<file path="src/rtl/cfgBridgePkg.sv">
package cfgBridgePkg;
  // register byte offsets; software depends on these
  localparam logic [11:0] OffGie  = 12'h01C;
  localparam logic [11:0] OffIsr  = 12'h020;
  localparam logic [11:0] OffIer  = 12'h028;
  localparam logic [11:0] OffWq   = 12'h100;
  localparam logic [11:0] OffRq   = 12'h104;
  localparam logic [11:0] OffSize = 12'h108;
  localparam logic [11:0] OffCtl  = 12'h10C;
  localparam logic [11:0] OffStat = 12'h110;
  localparam logic [11:0] OffVac  = 12'h114;
  localparam logic [11:0] OffOcc  = 12'h118;

  // strobes from control to datapath
  typedef struct packed {
    logic wqPush;
    logic wqPop;
    logic rqPush;
    logic rqPop;
  } queueStrobes_t;
endpackage

</file>
<file path="src/rtl/cfgBridgeFifo.sv">
module cfgBridgeFifo #(
  parameter int WIDTH = 32,
  parameter int DEPTH = 16   // power of two
) (
  input  logic                       clk,
  input  logic                       rstN,
  input  logic                       push,
  input  logic                       pop,
  input  logic [WIDTH-1:0]           wdata,
  output logic [WIDTH-1:0]           head,
  output logic [$clog2(DEPTH+1)-1:0] count
);
  localparam int AW = $clog2(DEPTH);
  localparam int CW = $clog2(DEPTH+1);

  logic [WIDTH-1:0] mem [DEPTH];
  logic [AW-1:0] wrPtr, rdPtr;

  always_ff @(posedge clk) begin
    if (push) mem[wrPtr] <= wdata;
  end

  always_ff @(posedge clk) begin
    if (!rstN) begin
      wrPtr <= '0;
      rdPtr <= '0;
      count <= '0;
    end else begin
      if (push) wrPtr <= wrPtr + 1'b1;
      if (pop)  rdPtr <= rdPtr + 1'b1;
      count <= count + CW'(push) - CW'(pop);
    end
  end

  assign head = mem[rdPtr];

  assert_no_overflow_R2: assert property (@(posedge clk) disable iff (!rstN)
    push |-> (count < CW'(DEPTH) || pop));
  assert_no_underflow_R7: assert property (@(posedge clk) disable iff (!rstN)
    pop |-> count != '0);
endmodule

</file>
<file path="src/rtl/cfgBridgeData.sv">
module cfgBridgeData
  import cfgBridgePkg::*;
#(
  parameter int WORD_W   = 32,
  parameter int WQ_DEPTH = 16,
  parameter int RQ_DEPTH = 16
) (
  input  logic                          clk,
  input  logic                          rstN,
  input  queueStrobes_t                 strb,
  input  logic [WORD_W-1:0]             regWdata,
  input  logic [WORD_W-1:0]             portInData,
  output logic [WORD_W-1:0]             wqHead,
  output logic [WORD_W-1:0]             rqHead,
  output logic [$clog2(WQ_DEPTH+1)-1:0] wqCount,
  output logic [$clog2(RQ_DEPTH+1)-1:0] rqCount
);
  cfgBridgeFifo #(.WIDTH(WORD_W), .DEPTH(WQ_DEPTH)) wrQueue (
    .clk(clk), .rstN(rstN), .push(strb.wqPush), .pop(strb.wqPop),
    .wdata(regWdata), .head(wqHead), .count(wqCount));

  cfgBridgeFifo #(.WIDTH(WORD_W), .DEPTH(RQ_DEPTH)) rdQueue (
    .clk(clk), .rstN(rstN), .push(strb.rqPush), .pop(strb.rqPop),
    .wdata(portInData), .head(rqHead), .count(rqCount));
endmodule

</file>
<file path="src/rtl/cfgBridgeCtrl.sv">
module cfgBridgeCtrl
  import cfgBridgePkg::*;
#(
  parameter int ADDR_W   = 12,
  parameter int WORD_W   = 32,
  parameter int WQ_DEPTH = 16,
  parameter int RQ_DEPTH = 16
) (
  input  logic                          clk,
  input  logic                          rstN,
  input  logic                          regWrEn,
  input  logic                          regRdEn,
  input  logic [ADDR_W-1:0]             regAddr,
  input  logic [WORD_W-1:0]             regWdata,
  output logic [WORD_W-1:0]             regRdata,
  input  logic                          portOutReady,
  output logic                          portOutValid,
  input  logic                          portInValid,
  output logic                          portInReady,
  output logic                          irq,
  output queueStrobes_t                 strb,
  input  logic [WORD_W-1:0]             wqHead,
  input  logic [WORD_W-1:0]             rqHead,
  input  logic [$clog2(WQ_DEPTH+1)-1:0] wqCount,
  input  logic [$clog2(RQ_DEPTH+1)-1:0] rqCount
);
  localparam int WCW = $clog2(WQ_DEPTH+1);
  localparam int RCW = $clog2(RQ_DEPTH+1);

  logic wrBit, rdBit, isrBit;
  logic [WORD_W-1:0] gieReg, ierReg, sizeReg, remaining;

  logic wqFull, rqFull, idle, ctlWrite, startWr, startRd, wrFinish, rdFinish;

  function automatic logic hit(input logic [ADDR_W-1:0] a, input logic [11:0] off);
    return a == ADDR_W'(off);
  endfunction

  assign wqFull   = wqCount == WCW'(WQ_DEPTH);
  assign rqFull   = rqCount == RCW'(RQ_DEPTH);
  assign idle     = !wrBit && !rdBit;
  assign ctlWrite = regWrEn && hit(regAddr, OffCtl);
  assign startWr  = ctlWrite && idle && regWdata[0];
  assign startRd  = ctlWrite && idle && !regWdata[0] && regWdata[1];
  assign wrFinish = wrBit && wqCount == '0;
  assign rdFinish = rdBit && remaining == '0;

  assign portOutValid = wrBit && wqCount != '0;
  assign portInReady  = rdBit && remaining != '0 && !rqFull;

  assign strb.wqPush = regWrEn && hit(regAddr, OffWq) && !wqFull;
  assign strb.wqPop  = portOutValid && portOutReady;
  assign strb.rqPush = portInReady && portInValid;
  assign strb.rqPop  = regRdEn && hit(regAddr, OffRq) && rqCount != '0;

  always_ff @(posedge clk) begin
    if (!rstN) begin
      wrBit     <= 1'b0;
      rdBit     <= 1'b0;
      isrBit    <= 1'b0;
      gieReg    <= '0;
      ierReg    <= '0;
      sizeReg   <= '0;
      remaining <= '0;
    end else begin
      if (startWr)       wrBit <= 1'b1;
      else if (wrFinish) wrBit <= 1'b0;
      if (startRd)       rdBit <= 1'b1;
      else if (rdFinish) rdBit <= 1'b0;
      if (startRd)          remaining <= sizeReg;
      else if (strb.rqPush) remaining <= remaining - 1'b1;
      if (wrFinish || rdFinish)                                 isrBit <= 1'b1;
      else if (regWrEn && hit(regAddr, OffIsr) && regWdata[0]) isrBit <= 1'b0;
      if (regWrEn && hit(regAddr, OffGie))  gieReg  <= regWdata;
      if (regWrEn && hit(regAddr, OffIer))  ierReg  <= regWdata;
      if (regWrEn && hit(regAddr, OffSize)) sizeReg <= regWdata;
    end
  end

  assign irq = isrBit && ierReg[0] && gieReg[WORD_W-1];

  always_comb begin
    regRdata = '0;
    if (regRdEn) begin
      if (hit(regAddr, OffGie))  regRdata = {gieReg[WORD_W-1], {(WORD_W-1){1'b0}}};
      if (hit(regAddr, OffIsr))  regRdata = WORD_W'(isrBit);
      if (hit(regAddr, OffIer))  regRdata = ierReg;
      if (hit(regAddr, OffRq) && rqCount != '0) regRdata = rqHead;
      if (hit(regAddr, OffSize)) regRdata = sizeReg;
      if (hit(regAddr, OffCtl))  regRdata = WORD_W'({rdBit, wrBit});
      if (hit(regAddr, OffStat)) regRdata = WORD_W'(idle);
      if (hit(regAddr, OffVac))  regRdata = WORD_W'(WQ_DEPTH) - WORD_W'(wqCount);
      if (hit(regAddr, OffOcc))  regRdata = WORD_W'(rqCount);
    end
  end

  assert_exclusive_R5: assert property (@(posedge clk) disable iff (!rstN)
    !(wrBit && rdBit));
  assert_drain_empty_R3: assert property (@(posedge clk) disable iff (!rstN)
    $fell(wrBit) |-> wqCount == '0);
  assert_read_count_R4: assert property (@(posedge clk) disable iff (!rstN)
    $fell(rdBit) |-> remaining == '0);
  assert_isr_source_R8: assert property (@(posedge clk) disable iff (!rstN)
    $rose(isrBit) |-> $past(wrBit || rdBit));
  assert_hold_word_R10: assert property (@(posedge clk) disable iff (!rstN)
    (portOutValid && !portOutReady) |=> (portOutValid && $stable(wqHead)));
  assert_full_stall_R11: assert property (@(posedge clk) disable iff (!rstN)
    strb.rqPush |-> (rqCount < RCW'(RQ_DEPTH) || strb.rqPop));
endmodule

</file>
<file path="src/rtl/cfgBridge.sv">
module cfgBridge
  import cfgBridgePkg::*;
#(
  parameter int ADDR_W   = 12,
  parameter int WORD_W   = 32,
  parameter int WQ_DEPTH = 16,
  parameter int RQ_DEPTH = 16
) (
  input  logic              clk,
  input  logic              rstN,
  input  logic              regWrEn,
  input  logic              regRdEn,
  input  logic [ADDR_W-1:0] regAddr,
  input  logic [WORD_W-1:0] regWdata,
  output logic [WORD_W-1:0] regRdata,
  output logic              portOutValid,
  input  logic              portOutReady,
  output logic [WORD_W-1:0] portOutData,
  input  logic              portInValid,
  output logic              portInReady,
  input  logic [WORD_W-1:0] portInData,
  output logic              irq
);
  localparam int WCW = $clog2(WQ_DEPTH+1);
  localparam int RCW = $clog2(RQ_DEPTH+1);

  queueStrobes_t strb;
  logic [WORD_W-1:0] wqHead, rqHead;
  logic [WCW-1:0] wqCount;
  logic [RCW-1:0] rqCount;

  cfgBridgeCtrl #(.ADDR_W(ADDR_W), .WORD_W(WORD_W), .WQ_DEPTH(WQ_DEPTH), .RQ_DEPTH(RQ_DEPTH)) ctrl (
    .clk(clk), .rstN(rstN), .regWrEn(regWrEn), .regRdEn(regRdEn), .regAddr(regAddr),
    .regWdata(regWdata), .regRdata(regRdata), .portOutReady(portOutReady),
    .portOutValid(portOutValid), .portInValid(portInValid), .portInReady(portInReady),
    .irq(irq), .strb(strb), .wqHead(wqHead), .rqHead(rqHead),
    .wqCount(wqCount), .rqCount(rqCount));

  cfgBridgeData #(.WORD_W(WORD_W), .WQ_DEPTH(WQ_DEPTH), .RQ_DEPTH(RQ_DEPTH)) data (
    .clk(clk), .rstN(rstN), .strb(strb), .regWdata(regWdata), .portInData(portInData),
    .wqHead(wqHead), .rqHead(rqHead), .wqCount(wqCount), .rqCount(rqCount));

  assign portOutData = wqHead;
endmodule

</file>
<file path="config.mk">
export PLATFORM = sky130hd
export DESIGN_NAME = cfgBridge
export DESIGN_NICKNAME = d
export VERILOG_FILES = /design/src/rtl/cfgBridgePkg.sv /design/src/rtl/cfgBridgeFifo.sv /design/src/rtl/cfgBridgeData.sv /design/src/rtl/cfgBridgeCtrl.sv /design/src/rtl/cfgBridge.sv
export SDC_FILE = /design/constraint.sdc
export NUM_CORES = 1
export LEC_CHECK = 0
export BUFFER_PORTS_ARGS = -buffer_cell sky130_fd_sc_hd__buf_2
export CELL_PAD_IN_SITES_DETAIL_PLACEMENT = 1
export CELL_PAD_IN_SITES_GLOBAL_PLACEMENT = 2
export CORE_MARGIN = 1.5
export CORE_UTILIZATION = 48
export DETAILED_ROUTE_END_ITERATION = 8
export PLACE_DENSITY = 0.89
export SETUP_SLACK_MARGIN = 0.02
export SLEW_MARGIN = 30
export SYNTH_ARGS = -nofsm -noshare
export SYNTH_HDL_FRONTEND = slang
export SYNTH_SLANG_ARGS = --single-unit
</file>
<file path="constraint.sdc">
create_clock -name clk -period 6.1 [get_ports clk]
set_input_delay 0.305 -clock clk [delete_from_list [all_inputs] [get_ports clk]]
set_output_delay 0.305 -clock clk [all_outputs]
set_load 0.05 [all_outputs]
</file>
==> flow_metrics.tcl <==
set metrics [dict create \
    status "finished, final reports clean" \
    post-dp-hpwl_mm 74.4 \
    seq_area_frac_synth_pct 73.4 \
    cts_buffers 117 \
    fin_skew_ps 21.6 \
    drv_cap 0 \
    critPathCaptureType "primary output" \
    track_usage_pct 25.5 \
    viasPerCell 6.15 \
    synth_nets 2568 \
    antenna_found_initial 3 \
    final_max_slew_viol_count 0 \
    hp-start "regWdata[8]" \
    antenna_left 0 \
    period_share_pct 73.8 \
    dieHeight_um 311 \
    grt_max_degree 95 \
    finalNetCount 2803 \
    instances_no_fill 4050 \
    cp_common_cell "a21oi_1" \
    cp.arrival_ps 4200 \
    cp_cell_sequence "and2_2 > a22oi_1 > a21oi_1 > o221ai_1 > a21oi_1 > buf_2" \
    ios 149 \
    drive_above_1_share_pct 26.6 \
    initial_core_util_pct 48.6 \
    port-buffer-count 148 \
    rsz0062_at_grt "false" \
    placed_cells 3782 \
    core_sq_mm 0.0937 \
    hold_path_depth 3 \
    ctsRootBufferMaster "clkbuf_16" \
    leakage_nw 16.5 \
    setup_viol 0 \
    fin_crit_ps 4500 \
    syn2layout_area_growth_pct 15.7 \
    clock_latency_ps 710 \
    cts_tree "built" \
    slew_headroom_pct 32.7 \
    ir_drop_mv 0.226 \
    overflow 0 \
    power_density_mw_per_mm2 303 \
    whs_endpoint "ctrl.sizeReg[8]" \
    synth_cell_type_count 67 \
    clock_path_buffers 3 \
    via_count 24900 \
    ff2ff_path_depth 16 \
    r2r_end "data.rdQueue.count[4]" \
    die_w_um 311 \
    critical-path-max-stage-delay_ps 900 \
    hold_class "in -> reg" \
    synthArstFlopShare_pct 0 \
    cp_max_fo 28 \
    grt_pass1_vias 26800 \
    htreeDepth 3 \
    wl_per_cell_um 30.2 \
    rrSetupSlack_ps 2260 \
    crit_type "reg -> out" \
    synth_flop_cell "edfxtp_1" \
    hold_viol 0 \
    ys_warn_count 0 \
    worstMarginPinSlew_ps 1010 \
    cts.sinks 1158 \
    grt_pass1_wl_mm 182 \
    first_pass_iters 5 \
    avgSynthCellArea_sq_um 18.5 \
    path_clk_slew_ps 60 \
    fmax_mhz 222 \
    drtIter0Drc 2207 \
    crit_required_ps 5790 \
    place_ws_ps 2310 \
    cp-start-kind "flop" \
    fill_cells 8334 \
    gp_congestion 0.859 \
    syn_inst 2457 \
    row_count 112 \
    tns_ps 0 \
    drt-total-wl_mm 122 \
    drc 0 \
    slowest_stage "and2_2" \
    post_cts_resized 0 \
    synth_enable_flop_cells 1024 \
    worst_slack_ps 1600 \
    synth.cell_area_sq_mm 0.0456 \
    timing.rr.start "ctrl.remaining[0]" \
    dieArea_sq_mm 0.0968 \
    yosys_register_bits 1158 \
    p_total_mw 16.0 \
]
[flip-flops by register name, indices dropped and copies added (netlist names), named ones only]
signal / count
ctrl.gieReg: 1
data.wrQueue.mem: 512
ctrl.rdBit: 1
data.rdQueue.rdPtr: 4
ctrl.ierReg: 32
data.wrQueue.rdPtr: 4
data.rdQueue.mem: 512
ctrl.wrBit: 1
ctrl.remaining: 32
ctrl.sizeReg: 32
data.wrQueue.wrPtr: 4
data.rdQueue.wrPtr: 4
data.rdQueue.count: 5
data.wrQueue.count: 5
ctrl.isrBit: 1
[repair_timing]
| action | in CTS | in global routing |
|---|---|---|
| setup buffers | 0 | 0 |
| endpoints found under the setup margin | 0 | 0 |
| hold endpoints to repair | 568 | 0 |
| hold buffers | 41 | 0 |
[critical path: cells and delay by family, from the launching register on]
kind / cells / cell delay [ps]
compound gates: 4 / 1430
simple gates: 1 / 900
flops: 1 / 790
buf+inv: 1 / 340
[metrics by stage]
step / hold WS, ps / area, sq um / util, %
after floorplan: 404 / 45600 / -
after global placement: 444 / 48000 / 51.2
after detailed placement: 452 / 48300 / 51.6
after CTS: 1.77 / 52600 / 56.1
after global routing: 13.6 / 52700 / 56.2
final: 24.5 / 52700 / 56.2
[synth_stat cells, types with 3 or more instances]
| library cell | instances | share of area [%] |
|---|---|---|
| clkbuf_1 | 93 | 0.77 |
| nand4_1 | 9 | 0.12 |
| a22oi_1 | 61 | 1.0 |
| xnor2_1 | 7 | 0.13 |
| nor2b_1 | 5 | 0.069 |
| nor3_1 | 26 | 0.29 |
| o21ai_1 | 4 | 0.044 |
| inv_1 | 25 | 0.21 |
| a21oi_1 | 171 | 1.9 |
| o22ai_1 | 6 | 0.082 |
| a31oi_1 | 6 | 0.082 |
| nand2b_1 | 10 | 0.14 |
| nand3_1 | 23 | 0.25 |
| a211o_1 | 3 | 0.058 |
| a32oi_1 | 6 | 0.12 |
| o21a_1 | 3 | 0.049 |
| nor3b_1 | 4 | 0.066 |
| nand2_1 | 183 | 1.5 |
| xor2_1 | 19 | 0.37 |
| nand3b_1 | 4 | 0.066 |
| a21o_1 | 3 | 0.049 |
| o211ai_1 | 5 | 0.082 |
| nor3_2 | 3 | 0.066 |
| edfxtp_1 | 1024 | 67 |
| o2bb2ai_1 | 3 | 0.058 |
| and3_1 | 7 | 0.096 |
| or4_1 | 3 | 0.049 |
| nor4_1 | 7 | 0.096 |
| ha_1 | 27 | 0.74 |
| buf_1 | 22 | 0.18 |
| and2_1 | 9 | 0.12 |
| nor2_1 | 112 | 0.92 |
| o221ai_1 | 27 | 0.52 |
| o21ai_0 | 19 | 0.21 |
| mux2i_1 | 5 | 0.11 |
| dfxtp_1 | 134 | 5.9 |
| mux4_2 | 292 | 14 |
| a221o_1 | 9 | 0.20 |
| o311ai_0 | 6 | 0.12 |
| buf_2 | 27 | 0.30 |
| or3_1 | 7 | 0.096 |
| nor4b_1 | 3 | 0.058 |
[area by class of cell]
type | instances | area (sq um) | share of cell area (%)
Antenna cell | 3 | 7.51 | 0.0142
Clock buffer | 157 | 3250 | 6.17
Clock inverter | 63 | 592 | 1.12
Inverter | 26 | 98.8 | 0.188
Multi-Input combinational cell | 1129 | 11700 | 22.2
Sequential cell | 1158 | 33500 | 63.5
Tap cell | 1254 | 1570 | 2.98
Timing Repair Buffer | 260 | 2030 | 3.85
[logic make-up after synthesis]
group | after synthesis | share of synthesized area [%]
AND/OR/NAND/NOR | 436 | 4.53
flip-flops | 1158 | 73.4
multiplexers | 297 | 14.5
XOR/XNOR | 26 | 0.500
AO/OA/AOI/OAI | 341 | 4.73
adder cells (fa/ha/maj) | 29 | 0.829
buffers and inverters | 170 | 1.49
[worst max path at each step]
stage | endpoint | slack (ps) | cells past startpoint
after global placement | regRdata[5] | 2330 | 10
after detailed placement | regRdata[5] | 2310 | 10
after CTS | regRdata[20] | 1620 | 6
after floorplan | data.rdQueue.mem[0][0] | 1730 | 10
final | regRdata[20] | 1600 | 6
after global routing | regRdata[20] | 1520 | 7
[routing by layer]
metal	up-vias	part of all wire [%]	GRT usage [%]
met5	-	0.0074	0
met2	946	52	44.4
met3	224	5.8	3.81
met1	13300	39	32.6
met4	2	3.4	8.66
li1	10500	-	-
[power by group]
group          leakage, nW  internal [mW]  switching (mW)
registers             10.3           8.61       0.0000562
logic                 4.33         0.0462           0.169
clock network         1.88           4.15            3.01
[layout by cell type (no fill, tap or decap), types with 10 or more instances in the layout]
| cell type | netlist | routed |
|---|---|---|
| buf_2 | 27 | 148 |
| nor3_1 | 26 | 18 |
| a22oi_1 | 61 | 61 |
| bufinv_16 | 0 | 10 |
| edfxtp_1 | 1024 | 1024 |
| clkbuf_1 | 93 | 27 |
| buf_16 | 0 | 13 |
| nor3_2 | 3 | 11 |
| dlygate4sd3_1 | 0 | 41 |
| a21oi_1 | 171 | 171 |
| inv_1 | 25 | 25 |
| mux4_2 | 292 | 292 |
| nand3_1 | 23 | 22 |
| nor2_4 | 1 | 25 |
| xor2_1 | 19 | 19 |
| o21ai_0 | 19 | 19 |
| buf_4 | 2 | 51 |
| nor2_1 | 112 | 87 |
| dfxtp_1 | 134 | 128 |
| nand2_1 | 183 | 182 |
| clkbuf_16 | 0 | 121 |
| nand2b_1 | 10 | 10 |
| ha_1 | 27 | 27 |
| o221ai_1 | 27 | 27 |
| clkinv_1 | 0 | 23 |
| clkinv_2 | 0 | 19 |
Power figures use the tool's default switching activity.
